==> src/rtl/step_pattern_pkg.sv <==
package step_pattern_pkg;
  localparam int PHASE_W = 2;
  localparam int PAT_W   = 4;

  typedef logic [PHASE_W-1:0] phase_t;
  typedef logic [PAT_W-1:0]   pattern_t;

  localparam phase_t PHASE_HOME = '0;
endpackage

==> src/rtl/phase_next.sv <==
module phase_next
  import step_pattern_pkg::*;
(
  input  phase_t cur,
  output phase_t nxt
);
  // minimized successor equations: high bit toggles when low bit set
  always_comb begin
    nxt[1] = cur[1] ^ cur[0];
    nxt[0] = ~cur[0];
  end
endmodule

==> src/rtl/phase_reg.sv <==
module phase_reg
  import step_pattern_pkg::*;
(
  input  logic   clk,
  input  logic   rst,
  input  logic   adv_en,
  input  phase_t nxt,
  output phase_t cur
);
  always_ff @(posedge clk) begin
    if (rst)         cur <= PHASE_HOME;
    else if (adv_en) cur <= nxt;
  end

  AST_RESET_HOME: assert property (@(posedge clk)
    rst |=> cur == PHASE_HOME);
  AST_HOLD_IDLE: assert property (@(posedge clk) disable iff (rst)
    !adv_en |=> $stable(cur));
  AST_ONE_STEP: assert property (@(posedge clk) disable iff (rst)
    adv_en |=> cur == phase_t'($past(cur) + 1'b1));
endmodule

==> src/rtl/phase_decode.sv <==
module phase_decode
  import step_pattern_pkg::*;
(
  input  phase_t   cur,
  output pattern_t pat
);
  // pat = {w,x,y,z}
  always_comb begin
    pat[3] = cur[1];
    pat[2] = cur[1] & ~cur[0];
    pat[1] = ~cur[1] & cur[0];
    pat[0] = ~cur[1];
  end
endmodule

==> src/rtl/step_pattern_gen.sv <==
module step_pattern_gen
  import step_pattern_pkg::*;
(
  input  logic clk,
  input  logic rst,
  input  logic adv_en,
  output logic w,
  output logic x,
  output logic y,
  output logic z
);
  phase_t   phase_q;
  phase_t   phase_d;
  pattern_t pat;

  phase_next u_next (.cur(phase_q), .nxt(phase_d));

  phase_reg u_reg (
    .clk(clk), .rst(rst), .adv_en(adv_en), .nxt(phase_d), .cur(phase_q)
  );

  phase_decode u_dec (.cur(phase_q), .pat(pat));

  assign {w, x, y, z} = pat;

  AST_LEGAL_PATTERN: assert property (@(posedge clk) disable iff (rst)
    ({w,x,y,z} == 4'b0001) || ({w,x,y,z} == 4'b0011) ||
    ({w,x,y,z} == 4'b1100) || ({w,x,y,z} == 4'b1000));
  AST_Z_IS_NOT_W: assert property (@(posedge clk) disable iff (rst)
    z == ~w);
  AST_RING_A: assert property (@(posedge clk) disable iff (rst)
    adv_en && {w,x,y,z} == 4'b0001 |=> {w,x,y,z} == 4'b0011);
  AST_RING_B: assert property (@(posedge clk) disable iff (rst)
    adv_en && {w,x,y,z} == 4'b0011 |=> {w,x,y,z} == 4'b1100);
  AST_RING_C: assert property (@(posedge clk) disable iff (rst)
    adv_en && {w,x,y,z} == 4'b1100 |=> {w,x,y,z} == 4'b1000);
  AST_RING_D: assert property (@(posedge clk) disable iff (rst)
    adv_en && {w,x,y,z} == 4'b1000 |=> {w,x,y,z} == 4'b0001);
  AST_RESET_WINS: assert property (@(posedge clk)
    rst && adv_en |=> {w,x,y,z} == 4'b0001);
endmodule

==> config.mk <==
export PLATFORM = sky130hd
export DESIGN_NAME = step_pattern_gen
export DESIGN_NICKNAME = d
export VERILOG_FILES = /design/src/rtl/step_pattern_pkg.sv /design/src/rtl/phase_next.sv /design/src/rtl/phase_reg.sv /design/src/rtl/phase_decode.sv /design/src/rtl/step_pattern_gen.sv
export SDC_FILE = /design/constraint.sdc
export NUM_CORES = 1
export LEC_CHECK = 0
export CORE_AREA = 2 2 39 41
export CTS_CLUSTER_SIZE = 30
export DETAILED_ROUTE_END_ITERATION = 12
export DIE_AREA = 0 0 41 43
export GPL_ROUTABILITY_DRIVEN = 0
export SETUP_SLACK_MARGIN = 0.2
export SLEW_MARGIN = 25
export SYNTH_ARGS = -nofsm -noshare
export SYNTH_HDL_FRONTEND = slang
export SYNTH_SLANG_ARGS = --single-unit
export TNS_END_PERCENT = 1
==> constraint.sdc <==
create_clock -name clk -period 1.28 [get_ports clk]
set_input_delay 0.128 -clock clk [delete_from_list [all_inputs] [get_ports clk]]
set_output_delay 0.128 -clock clk [all_outputs]
set_load 0.02 [all_outputs]
==> impl_metrics.ini <==
[run_status]
status = complete, no violations

[timing]
setup_viol = 0
fin_crit_ns = 1.06
fin_worst_skew_ns = 0.00264
fin_ws_ns = 0.222
fin_crit_sh = 0.827
fmax_ghz = 0.945
report.final.slew_viol_count = 0
hold_viol_final = 0
worst_pin_slew_ns = 0.208
maxSlewHeadroom = 0.862
rsz0062_at_grt = true
tns_ns = 0

[setup_path]
cp_slowest_cell = dfxtp_4
path_class = flip-flop to output port
cp_max_fo = 4
critPathMaxStageDelay_ns = 0.35
crit_chain = inv_2 > ha_1 > buf_6
cp-start-kind = flip-flop
end_kind = output port
ff2ff_setup_slack_ns = 0.29
worstPathRequired_ns = 1.15
arrival_ns = 0.93
crit_family = flip-flops
crit_start = u_reg.cur[1]
critPathBufInv = 2
r2r_start = u_reg.cur[1]

[global_route]
antenna_found_initial = 0
grt_max_degree = 5
grt_pass1_vias = 93
grt_overflow = 0
grt_pass1_wl_microns = 296
grt_use_total = 0.0330

[synthesis]
ys_types = 6
syn_nets = 15
ys_seq_area_frac = 0.416
synth_warnings = 0
syn_area_sq_um = 96.3
ys_seq_elements = 2
synth_cells = 10
syn_avg_cell_area_sq_um = 9.63

[layout]
antenna_cells = 0
final_cell_mix = clkbuf_4 (3), nor2_1 (2), ha_1 (2), clkdlybuf4s50_1 (2)
largest-register = u_reg.cur
utilization = 0.144
syn_to_final_growth_pct = 106
layout_commonest_cell = clkbuf_4
reg.largest.list = u_reg.cur (2)
largest_reg_flops = 2
layout.nets = 26
drive_gt1_frac = 0.421

[placed_design]
dp_slack_ns = 0.0573
port_buffers = 6

[clock_tree]
cts_root_buf = clkbuf_4
clock_latency_ns = 0.22
cts_max_path_buffers = 2
cts_buffers = 3
cts_setup_buffers = 0
cts.clk_slew.worst_paths_ns = 0.03
cts_num_sinks = 2
htreeDepth = 1
cts_tree = yes

[power]
p_sw_frac = 0.256
p_per_area_nw_per_um2 = 1360
seq_power_share = 0.281
internal-power_uw = 202
combPwrFrac = 0.213
ir_worst_vdd_mv = 0.136
leakagePower_uw = 0.0000881
power_frac_clock = 0.506
p_sw_uw = 69.4

[hold_path]
hold_path_class = input pin to flip-flop
hp-start = rst

[floorplanning]
row_count = 14
die_x_microns = 41
core-area_sq_um = 1380
io_pins = 7
die_area_sq_um = 1760
die_h_microns = 43
start_util = 0.0696

[detailed_routing]
routed_wl_microns = 209
route.vias.total = 96
dr.pass1.iters = 1
ant_nets = 0
drc = 0
drtIter0Drc = 0
post_drt_wl_per_cell_microns = 5.97
routed_via_density = 2.74

[job]
cap_violations = 0
-- area by class of cell --
| cell class | instances | area (sq um) |
|---|---|---|
| well taps | 16 | 20.0 |
| fillers | 158 | 1180 |
| clock buffers | 3 | 22.5 |
| inverters | 2 | 7.51 |
| flip-flops and latches | 2 | 45.0 |
| multi-input cells | 6 | 48.8 |
| repair buffers | 6 | 55.1 |
-- cell families (layout without fill, tap and decap cells) --
| group | count (synthesis) | after routing | synth area share |
|---|---|---|---|
| adder cells (fa/ha/maj) | 2 | 2 | 0.260 |
| XOR/XNOR | 1 | 1 | 0.0909 |
| AND/OR/NAND/NOR | 2 | 2 | 0.0780 |
| flip-flops | 2 | 2 | 0.416 |
| AO/OA/AOI/OAI | 1 | 1 | 0.0780 |
| buffers and inverters | 2 | 11 | 0.0780 |
-- worst register-to-register path: stages, from the launching register on --
cell and delay (ns):
dfxtp_4 0.35, inv_2 0.04, ha_1 0.27, a211oi_1 0.23
-- cells in the mapped netlist (all sizes together) --
| cell | instances | share of area |
|---|---|---|
| dfxtp | 2 | 0.42 |
| ha | 2 | 0.26 |
| inv | 2 | 0.078 |
| nor2 | 2 | 0.078 |
| a211oi | 1 | 0.078 |
| xnor2 | 1 | 0.091 |
-- stage by stage --
stage / total power (uW) / cells / hold WS (ns) / area (sq um)
floorplan: 110 / 10 / 0.199 / 97.6
global placement: 139 / 32 / 0.502 / 178
detailed placement: 139 / 32 / 0.512 / 178
CTS: 283 / 35 / 0.468 / 195
global route: 293 / 35 / 0.489 / 199
finish: 271 / 35 / 0.468 / 199
-- power by group through the flow --
stage	combinational, uW	sequential (uW)	clock (uW)
finish	57.7	76.0	137
global route	65.0	77.7	150
CTS	57.6	76.9	149
detailed placement	62.1	77.0	0
global placement	62.4	77.0	0
floorplan	30.2	79.6	0
-- routing by layer --
metal	global-route usage	share of wire	vias up
met1	0.0191	0.34	40
met2	0.0375	0.52	6
met5	0	0	-
met4	0.0800	0	0
met3	0.0157	0.14	0
li1	-	-	50
-- path summary, 6_finish.rpt --
path,endpoint,cells after the start
worst max-delay path,y,3
worst min-delay path,u_reg.cur[0],2
worst max register to register,u_reg.cur[1],3
worst min register to register,u_reg.cur[0],2
-- repair_timing --
| item | CTS | global route |
|---|---|---|
| gates resized for setup | 13 | 2 |
| hold buffers | 0 | 0 |
| pin swaps | 0 | 0 |
| setup endpoints to repair | 4 | 5 |
No activity file was read; power rests on OpenSTA's default activity.
